$ cat src/rtl/sysclk_pkg.sv
package sysclk_pkg;
  localparam int NUM_SRC = 4;

  typedef enum logic [1:0] {
    SRC_MAIN_HALF = 2'd0,
    SRC_MAIN_FULL = 2'd1,
    SRC_SUB       = 2'd2,
    SRC_SYN       = 2'd3
  } src_e;

  typedef enum logic [2:0] {
    PH_IDLE  = 3'd0,
    PH_LEAD1 = 3'd1,
    PH_ONE   = 3'd2,
    PH_LEAD2 = 3'd3,
    PH_TWO   = 3'd4
  } ph_e;
endpackage

$ cat src/rtl/sysclk_ctrl_reg.sv
module sysclk_ctrl_reg #(
  parameter int ADDR_W = 8,
  parameter int DATA_W = 8,
  parameter int LOW_RSVD = 5,
  parameter logic [ADDR_W-1:0] CTRL_ADDR = 'h1F,
  localparam int KEEP_W = DATA_W - LOW_RSVD
) (
  input  logic              clk,
  input  logic              rst_n,
  input  logic [ADDR_W-1:0] bus_addr,
  input  logic              bus_we,
  input  logic [DATA_W-1:0] bus_wdata,
  output logic [DATA_W-1:0] bus_rdata,
  output logic [KEEP_W-1:0] ctrl_bits
);
  logic hit;
  assign hit = (bus_addr == CTRL_ADDR);

  always_ff @(posedge clk or negedge rst_n) begin
    if (!rst_n)
      ctrl_bits <= '0;
    else if (bus_we && hit)
      ctrl_bits <= bus_wdata[DATA_W-1:LOW_RSVD];
  end

  assign bus_rdata = hit ? {ctrl_bits, {LOW_RSVD{1'b0}}} : '0;
endmodule

$ cat src/rtl/sysclk_src_select.sv
module sysclk_src_select
  import sysclk_pkg::*;
(
  input  logic               clk,
  input  logic               rst_n,
  input  logic [1:0]         mode_sel,
  input  logic               full_rate,
  input  logic               main_tick,
  input  logic               sub_tick,
  input  logic               syn_tick,
  output src_e               req_src,
  output logic [NUM_SRC-1:0] tick_vec
);
  logic half_tgl;

  // Divide the main strobe by two: pass every second strobe.
  always_ff @(posedge clk or negedge rst_n) begin
    if (!rst_n)
      half_tgl <= 1'b0;
    else if (main_tick)
      half_tgl <= ~half_tgl;
  end

  assign tick_vec[SRC_MAIN_HALF] = main_tick & half_tgl;
  assign tick_vec[SRC_MAIN_FULL] = main_tick;
  assign tick_vec[SRC_SUB]       = sub_tick;
  assign tick_vec[SRC_SYN]       = syn_tick;

  always_comb begin
    unique case (mode_sel)
      2'b01:   req_src = SRC_SUB;
      2'b11:   req_src = SRC_SYN;
      default: req_src = full_rate ? SRC_MAIN_FULL : SRC_MAIN_HALF;
    endcase
  end
endmodule

$ cat src/rtl/sysclk_phase_fsm.sv
module sysclk_phase_fsm
  import sysclk_pkg::*;
(
  input  logic               clk,
  input  logic               rst_n,
  input  src_e               req_src,
  input  logic [NUM_SRC-1:0] tick_vec,
  output logic               phi1,
  output logic               phi2
);
  ph_e  state, state_nx;
  src_e cur_src, cur_nx;
  logic cur_tick, req_tick;

  assign cur_tick = tick_vec[cur_src];
  assign req_tick = tick_vec[req_src];

  always_comb begin
    state_nx = state;
    cur_nx   = cur_src;
    unique case (state)
      PH_IDLE: begin
        cur_nx = req_src;
        if (req_tick) state_nx = PH_LEAD1;
      end
      PH_LEAD1: state_nx = PH_ONE;
      PH_ONE:   if (cur_tick) state_nx = PH_LEAD2;
      PH_LEAD2: state_nx = PH_TWO;
      PH_TWO: begin
        // Switch point: both phases drop here.
        if (cur_tick) state_nx = (req_src != cur_src) ? PH_IDLE : PH_LEAD1;
      end
      default:  state_nx = PH_IDLE;
    endcase
  end

  always_ff @(posedge clk or negedge rst_n) begin
    if (!rst_n) begin
      state   <= PH_IDLE;
      cur_src <= SRC_MAIN_HALF;
      phi1    <= 1'b0;
      phi2    <= 1'b0;
    end else begin
      state   <= state_nx;
      cur_src <= cur_nx;
      phi1    <= (state_nx == PH_ONE);
      phi2    <= (state_nx == PH_TWO);
    end
  end
endmodule

$ cat src/rtl/sysclk_twophase.sv
module sysclk_twophase
  import sysclk_pkg::*;
#(
  parameter int ADDR_W = 8,
  parameter int DATA_W = 8,
  parameter logic [ADDR_W-1:0] CTRL_ADDR = 'h1F,
  parameter int FULL_BIT = 7,
  parameter int MAIN_OFF_BIT = 6,
  parameter int SUB_OFF_BIT = 5,
  localparam int LOW_RSVD = SUB_OFF_BIT,
  localparam int KEEP_W = DATA_W - LOW_RSVD
) (
  input  logic              clk,
  input  logic              rst_n,
  input  logic [ADDR_W-1:0] bus_addr,
  input  logic              bus_we,
  input  logic [DATA_W-1:0] bus_wdata,
  output logic [DATA_W-1:0] bus_rdata,
  input  logic [1:0]        mode_sel,
  input  logic              main_tick,
  input  logic              sub_tick,
  input  logic              syn_tick,
  output logic              main_drv_off,
  output logic              sub_drv_off,
  output logic              phi1,
  output logic              phi2
);
  logic [KEEP_W-1:0]  ctrl_bits;
  src_e               req_src;
  logic [NUM_SRC-1:0] tick_vec;

  sysclk_ctrl_reg #(
    .ADDR_W(ADDR_W), .DATA_W(DATA_W), .LOW_RSVD(LOW_RSVD), .CTRL_ADDR(CTRL_ADDR)
  ) u_reg (
    .clk(clk), .rst_n(rst_n), .bus_addr(bus_addr), .bus_we(bus_we),
    .bus_wdata(bus_wdata), .bus_rdata(bus_rdata), .ctrl_bits(ctrl_bits)
  );

  assign sub_drv_off  = ctrl_bits[SUB_OFF_BIT - LOW_RSVD];
  assign main_drv_off = ctrl_bits[MAIN_OFF_BIT - LOW_RSVD];

  sysclk_src_select u_sel (
    .clk(clk), .rst_n(rst_n), .mode_sel(mode_sel),
    .full_rate(ctrl_bits[FULL_BIT - LOW_RSVD]),
    .main_tick(main_tick), .sub_tick(sub_tick), .syn_tick(syn_tick),
    .req_src(req_src), .tick_vec(tick_vec)
  );

  sysclk_phase_fsm u_fsm (
    .clk(clk), .rst_n(rst_n), .req_src(req_src), .tick_vec(tick_vec),
    .phi1(phi1), .phi2(phi2)
  );
endmodule

$ cat config.mk
export PLATFORM = sky130hd
export DESIGN_NAME = sysclk_twophase
export DESIGN_NICKNAME = d
export VERILOG_FILES = /design/src/rtl/sysclk_pkg.sv /design/src/rtl/sysclk_ctrl_reg.sv /design/src/rtl/sysclk_src_select.sv /design/src/rtl/sysclk_phase_fsm.sv /design/src/rtl/sysclk_twophase.sv
export SDC_FILE = /design/constraint.sdc
export NUM_CORES = 1
export LEC_CHECK = 0
export BUFFER_PORTS_ARGS = -buffer_cell sky130_fd_sc_hd__buf_2
export CAP_MARGIN = 20
export CORE_MARGIN = 1
export CORE_UTILIZATION = 35
export DETAILED_ROUTE_END_ITERATION = 8
export PLACE_DENSITY = 0.75
export SLEW_MARGIN = 10
export SYNTH_ARGS = -nofsm -noshare
export SYNTH_HDL_FRONTEND = slang
export SYNTH_SLANG_ARGS = --single-unit
export TNS_END_PERCENT = 5
$ cat constraint.sdc
create_clock -name clk -period 1.9 [get_ports clk]
set_input_delay 0.19 -clock clk [delete_from_list [all_inputs] [get_ports clk]]
set_output_delay 0.19 -clock clk [all_outputs]
set_load 0.03 [all_outputs]
==> flow_summary.ini, run 1 <==
[status]
run_status = complete, but fails checks
failed_checks = DRC

[sta]
drv_slew = 0
timing.final.hold_violations = 0
worst_slack_ns = 0.4190
tightestPinTransition_ns = 0.5461
fin_crit_sh_pct = 77.95
setup_tns_ns = 0
timing.slew.headroom_pct = 63.26
finalCriticalPeriod_ns = 1.481
timing.fmax_ghz = 0.6752
finClkSkew_ns = 0.004934
setup_viol = 0
hold_slack_ns = 0.1118
rsz0062_at_grt = no

[setup_path]
arrival_ns = 1.65
slowest_delay_ns = 0.43
timing.critical_path.from_type = register
crit_path_max_fanout = 5
cpLargestDelayFamily = compound AO/OA/AOI/OAI gates
timing_worst_setup_path_type = register to register
crit_start = u_fsm.cur_src[1]
worst_r2r_startpoint = u_fsm.cur_src[1]
path_cells = mux2_1 -> o221ai_1 -> a2111oi_2 -> a21o_1
cp_slowest_cell = sky130_fd_sc_hd__dfrtp_1
timing.critical_path.buf_inv = 0
worstSetupEndpointType = register
required_ns = 2.07

[global_routing]
antenna_found_initial = 0
grtUsageTotal_pct = 14.32
busiest_layer = met2
use_met2_pct = 27.58
grt_start_max_net_pins = 12
via_count_of_the_first_global_routing_pass = 487
met1_usage_pct = 12.06
overflow = 0
met3_usage_pct = 3.750
grt_pass1_wl_microns = 1911

[drt]
drc_errors = 8
num_vias = 496
first_pass_iters = 6
drtAntennaViolNets = 0
routed_wire_length_per_instance_microns = 11.28
drt_iter0_markers = 14
routed_wl_microns = 1117
drt-vias-per-instance = 5.010

[pwr]
ir_worst_vdd_uv = 458.4
cellPowerDensity_nw_per_um2 = 1241
totalPowerFinal_mw = 0.9391
total_leakage_power_nw = 0.3809

[cts]
cts_inserted_buffers = 3
tritoncts_clock_tree = built
ctsRootBufferMaster = sky130_fd_sc_hd__clkbuf_4
cts.htree.levels = 1
cts_sinks = 11
clockBufferDepth = 2
clock_latency_ns = 0.28
clk_transition_reported_paths_ns = 0.07

[hold_path]
worst_hold_class = primary input to register
min-delay-start = main_tick

[logic_synthesis]
yosys_register_bits = 11
yosysSeqAreaShare_pct = 46.03
netlist_instances = 54
post_synth_num_cell_types = 26
synthesis.yosys.warnings = 0
post_synth.cell_area_avg_sq_um = 11.08
synthesis.area_sq_um = 598.1

[floorplan]
die_area_sq_um = 1878
die_width_microns = 43.34
fp.dieH_microns = 43.34
num_io_pins = 36
fp-row-count = 14
core_sq_um = 1559
initial_core_util_pct = 38.36

[cells_and_area]
drive_gt1_share_pct = 42.17
fillCellCount = 153
syn2layout_area_growth_pct = 26.57
layout.cells.most_common = sky130_fd_sc_hd__buf_2
multi_input_gate_area_in_the_final_layout_sq_um = 296.5
final-seq-area_sq_um = 275.3
final_nets = 108
antenna_cells = 0
most_frequent_cells_in_the_layout = sky130_fd_sc_hd__buf_2 (25), sky130_fd_sc_hd__dfrtp_1 (11), sky130_fd_sc_hd__mux2_2 (5), sky130_fd_sc_hd__conb_1 (5)

[placed_design]
post-dp-hpwl_microns = 908.3
dp_slack_ns = 0.3239
portBuffers = 25
gp_routability_congestion = 0.7060

[run]
max_cap_viol_count = 0
## Yosys cell counts, drive strengths merged
| master | number | area [sq um] |
|---|---|---|
| a21boi | 1 | 7.510 |
| buf | 5 | 37.54 |
| xnor2 | 3 | 26.28 |
| nor2b | 1 | 6.260 |
| nand4 | 1 | 6.260 |
| nor4 | 1 | 6.260 |
| o221ai | 1 | 8.760 |
| a21oi | 1 | 5.000 |
| conb | 1 | 3.750 |
| dfrtp | 11 | 275.3 |
| nand2b | 2 | 12.51 |
| nor3b | 1 | 7.510 |
| a21o | 1 | 7.510 |
| mux2i | 1 | 13.76 |
| inv | 1 | 3.750 |
| o21ai | 2 | 10.01 |
| and2 | 3 | 18.77 |
| nor2 | 2 | 7.510 |
| xor2 | 1 | 8.760 |
| nand3b | 1 | 7.510 |
| a2111oi | 1 | 15.01 |
| mux2 | 6 | 67.56 |
| nor3 | 2 | 10.01 |
| nand2 | 2 | 7.510 |
| o2bb2ai | 2 | 17.52 |
## registers in the layout, summed over array words and instances (netlist names)
name,count
u_fsm.cur_src,2
u_fsm.phi1,1
u_fsm.phi2,1
u_fsm.state,3
u_reg.ctrl_bits,3
u_sel.half_tgl,1
## through the flow
stage	instance area, sq um	std cells	util (%)
6_report	757.0	99	48.56
5_1_grt	757.0	99	48.56
4_1_cts	757.0	99	48.56
3_5_place_dp	720.7	94	46.23
3_3_place_gp	720.7	94	46.23
2_1_floorplan	613.1	58	-
## path summary, 6_finish.rpt
| check | end | slack (ns) | cells after the start |
|---|---|---|---|
| min in group asynchronous | u_reg.ctrl_bits[2] | 0.30 | 2 |
| worst max-delay path | u_fsm.state[0] | 0.42 | 4 |
| max in group asynchronous | u_fsm.state[2] | 1.40 | 2 |
| worst max register to register | u_fsm.state[0] | 0.42 | 4 |
| worst min-delay path | u_sel.half_tgl | 0.11 | 2 |
| worst min register to register | u_sel.half_tgl | 0.49 | 1 |
## kinds of logic after synthesis
logic type      share of synthesized area, %
compound gates                         11.92
xor+xnor                               5.859
buf+inv                                6.904
flops                                  46.02
mux                                    13.60
other cells                           0.6270
simple gates                           15.07
## metal layers
metal / share of wire, % / up-vias
met5: 0 / -
met4: 3.4 / 0
met3: 7.5 / 4
met2: 53 / 26
met1: 36 / 227
li1: - / 239
## where the power goes
group / total (mW) / switching, mW / internal, mW
Combinational: 0.371 / 0.203 / 0.168
Sequential: 0.405 / 0.0854 / 0.319
Clock: 0.163 / 0.0816 / 0.0815
## cell type report
cell class	instances	share of cell area, %
multi-input combinational	41	39.17
sequential	11	36.36
timing repair buffer	26	17.85
clock buffer	4	3.471
tap	16	2.645
inverter	1	0.4959
## repair_timing
item,4_1_cts,5_1_grt
hold buffers,1,0
endpoints found under the hold margin,11,0
resized for setup,0,0
setup buffers,0,0
Power figures use the tool's default switching activity.
==> run 2: changes to the inputs <==
--- a/config.mk
+++ b/config.mk
@@ -5,12 +5,13 @@
 export SDC_FILE = /design/constraint.sdc
 export NUM_CORES = 1
 export LEC_CHECK = 0
+export ABC_AREA = 1
 export BUFFER_PORTS_ARGS = -buffer_cell sky130_fd_sc_hd__buf_2
 export CAP_MARGIN = 20
 export CORE_MARGIN = 1
 export CORE_UTILIZATION = 35
 export DETAILED_ROUTE_END_ITERATION = 8
-export PLACE_DENSITY = 0.75
+export PLACE_DENSITY = 0.76
 export SLEW_MARGIN = 10
 export SYNTH_ARGS = -nofsm -noshare
 export SYNTH_HDL_FRONTEND = slang
==> constraint.sdc (replaced) <==
create_clock -name clk -period 1.3 [get_ports clk]
set_input_delay 0.13 -clock clk [delete_from_list [all_inputs] [get_ports clk]]
set_output_delay 0.13 -clock clk [all_outputs]
set_load 0.03 [all_outputs]
==> run 2 against run 1 <==
Effect of this change:
- largest power group is now combinational cells
- core utilization increased by 1.2 points
- flip-flop and latch count unchanged
- fmax increased by 22%
- global-route usage decreased by 1.3 points
- sequential share of layout area decreased by 5.0 points
- design area increased by 16%
- wire length increased by 18%
- register-to-register slack got worse by 0.33 ns
- sequential power increased by 45%
- the run now ends clean
- clock-buffer cell count decreased by 1
- critical endpoint is now u_fsm.phi1
- largest cell class unchanged
==> flow_summary.ini, run 2 <==
[status]
run_status = finished, final reports clean

[cells_and_area]
largestRegisters = u_fsm.state x3, u_reg.ctrl_bits x3, u_fsm.cur_src x2
multi_input_gate_area_in_the_final_layout_sq_um = 325.3
most_frequent_cells_in_the_layout = sky130_fd_sc_hd__nand2_1 (28), sky130_fd_sc_hd__buf_2 (25), sky130_fd_sc_hd__inv_1 (14), sky130_fd_sc_hd__dfrtp_1 (11)
drive_gt1_share_pct = 34.38
final-seq-area_sq_um = 275.3
fillCellCount = 168
antenna_cells = 0
syn2layout_area_growth_pct = 30.78
layout.cells.most_common = sky130_fd_sc_hd__nand2_1
final_nets = 153
stdcell_area_sq_um = 877.1

[pwr]
sequential_share_of_power_pct = 37.4
cellPowerDensity_nw_per_um2 = 1785
total_leakage_power_nw = 0.4960
clockPowerShare_pct = 14.5
cellInternalPower_mw = 0.8969
power.net_switching_mw = 0.6691
combinationalPowerShare_pct = 48.1
sw_share_pct = 42.73
ir_worst_vdd_uv = 1113

[global_routing]
grtUsageTotal_pct = 13.02
overflow = 0
via_count_of_the_first_global_routing_pass = 538
antenna_found_initial = 0
grt_pass1_wl_microns = 1966
grt_start_max_net_pins = 12

[drt]
drt_iter0_markers = 12
drtAntennaViolNets = 0
routed_wire_length_per_instance_microns = 8.634
num_vias = 657
routed_wl_microns = 1321
drt-vias-per-instance = 4.294
drc_errors = 0
first_pass_iters = 4

[floorplan]
core_sq_um = 1764
fp-row-count = 15
num_io_pins = 36
die_width_microns = 45.78
initial_core_util_pct = 38.01
die_area_sq_um = 2095
fp.dieH_microns = 45.78

[setup_path]
arrival_ns = 1.38
worst_r2r_startpoint = u_fsm.state[1]
required_ns = 1.46
timing.critical_path.from_type = register
reg2reg_to = u_fsm.phi1
timing_worst_setup_path_type = register to register
timing.reg2reg.worst_path_depth = 9
crit_path_max_fanout = 3
setup.reg_to_reg.worst_slack_ns = 0.08
worstSetupEndpointType = register

[logic_synthesis]
synth_most_common_cell = sky130_fd_sc_hd__nand2_1
synth_area_leader_cell = sky130_fd_sc_hd__dfrtp_1
synthesis.area_sq_um = 670.6
yosys_register_bits = 11
count_of_flip_flops_with_a_built_in_enable_after_synthesis = 0
ys_async_sr_fraction_pct = 100.0
synthesis.yosys.warnings = 0
netlist_instances = 96
post_synth.cell_area_avg_sq_um = 6.986
synth_flop_cell = sky130_fd_sc_hd__dfrtp_1
post_synth_num_cell_types = 16
synth_top_area_share_pct = 41.04
synth_commonest_cells = sky130_fd_sc_hd__nand2_1 (29), sky130_fd_sc_hd__inv_1 (15), sky130_fd_sc_hd__dfrtp_1 (11), sky130_fd_sc_hd__nor2_1 (10), sky130_fd_sc_hd__nand3_1 (9)
yosysSeqAreaShare_pct = 41.04
synth_top_cells_by_area = sky130_fd_sc_hd__dfrtp_1 (41%), sky130_fd_sc_hd__nand2_1 (16%), sky130_fd_sc_hd__inv_1 (8.4%)

[hold_path]
holdPathStages = 2
min-delay-start = main_tick
worstHoldEndpoint = u_sel.half_tgl
worst_hold_class = primary input to register

[placed_design]
gp_routability_congestion = 0.8403
placed_cell_area_sq_um = 804.5
post-dp-hpwl_microns = 1052
portBuffers = 25

[sta]
timing.fmax_ghz = 0.8226
finClkSkew_ns = 0.01171
timing.final.hold_violations = 0
hold_slack_ns = 0.1008
setup_viol = 0
finalCriticalPeriod_ns = 1.216
drv_slew = 0
fin_crit_sh_pct = 93.51

[cts]
ctsRootBufferMaster = sky130_fd_sc_hd__clkbuf_4
cts_inserted_buffers = 3
clockBufferDepth = 2
cts_sinks = 11
clk_transition_reported_paths_ns = 0.08
tritoncts_clock_tree = built
clock_latency_ns = 0.27
cts.htree.levels = 1

[run]
max_cap_viol_count = 0
-- run 2: cell count changes after synthesis, moves of 2 or more --
cell and change:
sky130_fd_sc_hd__nand2_1 +27, sky130_fd_sc_hd__inv_1 +14, sky130_fd_sc_hd__nand3_1 +9, sky130_fd_sc_hd__nor2_1 +8, sky130_fd_sc_hd__mux2_2 -5, sky130_fd_sc_hd__o21ai_0 +4
sky130_fd_sc_hd__and2_1 -3, sky130_fd_sc_hd__xnor2_1 -3, sky130_fd_sc_hd__nand2b_1 -2, sky130_fd_sc_hd__nor2_2 +2, sky130_fd_sc_hd__nor3_1 -2, sky130_fd_sc_hd__o2bb2ai_1 -2
-- run 2: metal layers --
layer | global-route usage [%] | vias to the layer above | wire, microns
li1 | - | 348 | -
met1 | 17.04 | 294 | 624
met2 | 21.14 | 13 | 642
met3 | 1.190 | 2 | 43
met4 | 7.059 | 0 | 10
met5 | 0 | - | 0
-- run 2: how the worst max path moves through the flow --
stage / depth (start not counted) / from / slack, ns / to
3_5_place_dp: 8 / u_fsm.state[0] / 0.03 / u_fsm.phi1
5_1_grt: 9 / u_fsm.state[1] / -0.0003 / u_fsm.phi1
4_1_cts: 8 / u_fsm.state[0] / 0.02 / u_fsm.phi1
6_report: 9 / u_fsm.state[1] / 0.08 / u_fsm.phi1
3_3_place_gp: 8 / u_fsm.state[0] / 0.08 / u_fsm.phi1
2_1_floorplan: 2 / u_reg.ctrl_bits[0] / 0.17 / bus_rdata[5]
-- run 2: final cells by class --
cell class,count,area share [%]
clock inverters,1,0.5706
inverters,16,6.847
multi-input cells,68,37.09
flip-flops and latches,11,31.38
well taps,25,3.566
repair buffers,29,17.97
clock buffers,3,2.568
-- run 2: metrics by stage --
stage | TNS [ns] | power (mW) | setup slack, ns | cells | utilization (%)
floorplan | 0 | 1.065 | 0.1724 | 100 | -
global placement | 0 | 1.193 | 0.08412 | 145 | 45.60
detailed placement | 0 | 1.218 | 0.02632 | 145 | 45.60
CTS | 0 | 1.451 | 0.01599 | 150 | 47.73
global route | -0.0002528 | 1.699 | -0.0002528 | 153 | 49.72
finish | 0 | 1.566 | 0.08440 | 153 | 49.72
-- run 2: what timing repair did --
item,in CTS,in global routing
hold endpoints to repair,11,0
buffers inserted,0,3
gates resized for setup,0,5
hold buffers,1,0
setup endpoints to repair,0,2
-- run 2: power by group through the flow --
stage | clock, mW | sequential (mW) | combinational, mW
3_3_place_gp | 0 | 0.580 | 0.613
2_1_floorplan | 0 | 0.635 | 0.430
6_report | 0.226 | 0.586 | 0.753
5_1_grt | 0.252 | 0.605 | 0.843
4_1_cts | 0.231 | 0.580 | 0.640
3_5_place_dp | 0 | 0.584 | 0.634
-- run 2: cell families after synthesis --
kind of cell	count (synthesis)	share of synthesized area, %
compound gates	8	5.970
xor+xnor	1	1.306
buf+inv	21	14.55
flops	11	41.04
other cells	1	0.5592
simple gates	54	36.57
-- run 2: critical path, stage by stage (launching register included) --
cell and delay [ns]:
sky130_fd_sc_hd__dfrtp_1 0.40, sky130_fd_sc_hd__nor2_2 0.15, sky130_fd_sc_hd__buf_4 0.12, sky130_fd_sc_hd__nand2_1 0.05, sky130_fd_sc_hd__nor2_1 0.10, sky130_fd_sc_hd__nand2_1 0.06, sky130_fd_sc_hd__nand3_1 0.06, sky130_fd_sc_hd__nand2_1 0.06
sky130_fd_sc_hd__nand2_2 0.08, sky130_fd_sc_hd__nor2_2 0.03
==> run 3: changes to the inputs <==
--- a/config.mk
+++ b/config.mk
@@ -6,7 +6,7 @@
 export NUM_CORES = 1
 export LEC_CHECK = 0
 export ABC_AREA = 1
-export BUFFER_PORTS_ARGS = -buffer_cell sky130_fd_sc_hd__buf_2
+export BUFFER_PORTS_ARGS = -buffer_cell sky130_fd_sc_hd__clkbuf_2
 export CAP_MARGIN = 20
 export CORE_MARGIN = 1
 export CORE_UTILIZATION = 35
==> run 3 against run 2 <==
Effect of this change:
- sequential share of layout area is 0.69 points higher
- via count down 4.3%
- cell count down 1.3%
- global-route usage barely moved
- register-to-register slack hardly changed
- wire length fell by 5.1%
- largest cell class unchanged
- critical path type unchanged
- hold slack improved by 0.0017 ns
- largest power group unchanged
==> flow_summary.ini, run 3 (synthesis gave the netlist of run 2 again) <==
[cells_and_area]
finish.utilization_pct = 48.65
largestRegisters = u_fsm.state x3, u_reg.ctrl_bits x3, u_fsm.cur_src x2
drive_gt1_share_pct = 31.75
layout.cells.most_common = sky130_fd_sc_hd__nand2_1
antenna_cells = 0
final_nets = 151
most_frequent_cells_in_the_layout = sky130_fd_sc_hd__nand2_1 (29), sky130_fd_sc_hd__clkbuf_2 (25), sky130_fd_sc_hd__inv_1 (14), sky130_fd_sc_hd__dfrtp_1 (11)
syn2layout_area_growth_pct = 27.99

[pwr]
cellPowerDensity_nw_per_um2 = 1734
ir_worst_vdd_uv = 1093
total_leakage_power_nw = 0.4824

[sta]
hold_slack_ns = 0.1025
worst_slack_ns = 0.07209
finalCriticalPeriod_ns = 1.228
timing.fmax_ghz = 0.8144
finClkSkew_ns = 0.001181
rsz0062_at_grt = yes
timing.final.hold_violations = 0
fin_crit_sh_pct = 94.45
drv_slew = 0
setup_viol = 0

[floorplan]
die_area_sq_um = 2095
num_io_pins = 36
fp-row-count = 15
die_width_microns = 45.78
initial_core_util_pct = 38.01
fp.dieH_microns = 45.78
core_sq_um = 1764

[global_routing]
via_count_of_the_first_global_routing_pass = 520
grt_pass1_wl_microns = 1973
met3_usage_pct = 1.190
busiest_layer = met2
met1_usage_pct = 17.25
overflow = 0
grt_start_max_net_pins = 12
antenna_found_initial = 0
use_met2_pct = 20.29
grtUsageTotal_pct = 13.01

[cts]
clock_latency_ns = 0.26
clk_transition_reported_paths_ns = 0.06
cts.htree.levels = 1
cts_inserted_buffers = 3
cts_sinks = 11
tritoncts_clock_tree = built
ctsRootBufferMaster = sky130_fd_sc_hd__clkbuf_4
clockBufferDepth = 2

[setup_path]
crit_start = u_fsm.state[1]
worstSetupEndpointType = register
timing.reg2reg.worst_path_depth = 8
setup.reg_to_reg.worst_slack_ns = 0.07
timing_worst_setup_path_type = register to register
endpoint = u_fsm.phi1
worst_r2r_startpoint = u_fsm.state[1]
timing.critical_path.from_type = register
reg2reg_to = u_fsm.phi1
required_ns = 1.45
crit_path_max_fanout = 3
arrival_ns = 1.38

[run]
max_cap_viol_count = 0

[placed_design]
gp_routability_congestion = 0.8385
post-dp-hpwl_microns = 1045
portBuffers = 25
dp_slack_ns = 0.002231

[drt]
drtAntennaViolNets = 0
drt_iter0_markers = 7
routed_wire_length_per_instance_microns = 8.298
drt-vias-per-instance = 4.166
drc_errors = 0
first_pass_iters = 4
routed_wl_microns = 1253
num_vias = 629

[hold_path]
holdPathStages = 3
worst_hold_class = primary input to register

[status]
run_status = finished, final reports clean
==> run 3: stage by stage <==
step,total power [mW],setup TNS (ns),instances,cell area (sq um)
CTS,1.459,0,150,843.3
finish,1.488,0,151,858.3
global placement,1.194,0,145,804.5
detailed placement,1.217,0,145,804.5
floorplan,1.065,0,100,685.7
global route,1.630,-0.03866,151,858.3
==> run 3: repair_timing <==
| item | in CTS | in global routing |
|---|---|---|
| buffers inserted | 0 | 1 |
| hold buffers | 1 | 0 |
| gates resized for setup | 1 | 3 |
| setup endpoints to repair | 1 | 2 |
| hold endpoints to repair | 11 | 0 |
| pin swaps | 0 | 4 |
==> run 3: power by group <==
group,internal (mW),total [mW],switching (mW),leakage [nW]
Combinational,0.259,0.681,0.422,0.327
Clock,0.118,0.219,0.101,0.0150
Sequential,0.476,0.588,0.112,0.140
Total,0.854,1.49,0.634,0.482
==> run 3: final cells by class <==
cell class / count / area [sq um]
Fill cell: 191 / 905.9
Multi-Input combinational cell: 68 / 322.8
Sequential cell: 11 / 275.3
Timing Repair Buffer: 27 / 142.6
Inverter: 16 / 60.06
Tap cell: 25 / 31.28
Clock buffer: 4 / 26.28
==> run 3: critical path, stage by stage, from the launching register on <==
cell	delay, ns
sky130_fd_sc_hd__dfrtp_1	0.40
sky130_fd_sc_hd__nor2_2	0.15
sky130_fd_sc_hd__inv_2	0.07
sky130_fd_sc_hd__nor2_4	0.13
sky130_fd_sc_hd__nand3_2	0.08
sky130_fd_sc_hd__nor2_2	0.12
sky130_fd_sc_hd__nor2_1	0.05
sky130_fd_sc_hd__nand2_1	0.09
sky130_fd_sc_hd__nor2_2	0.04
==> run 3: how the worst min path moves through the flow <==
stage                         endpoint  slack [ns]    startpoint
floorplan             u_fsm.cur_src[0]       -0.17         rst_n
global placement            u_fsm.phi2        0.01         rst_n
detailed placement          u_fsm.phi2        0.02         rst_n
CTS                 u_reg.ctrl_bits[0]        0.09  bus_wdata[5]
global route        u_reg.ctrl_bits[0]         0.1  bus_wdata[5]
finish              u_reg.ctrl_bits[2]        0.10  bus_wdata[7]
==> run 3: layer usage <==
metal / vias up / wire length, microns / share of wire (%)
met5: - / 0 / 0
met4: 0 / 10 / 0.80
met3: 2 / 33 / 2.6
met2: 11 / 597 / 48
met1: 273 / 611 / 49
li1: 343 / - / -
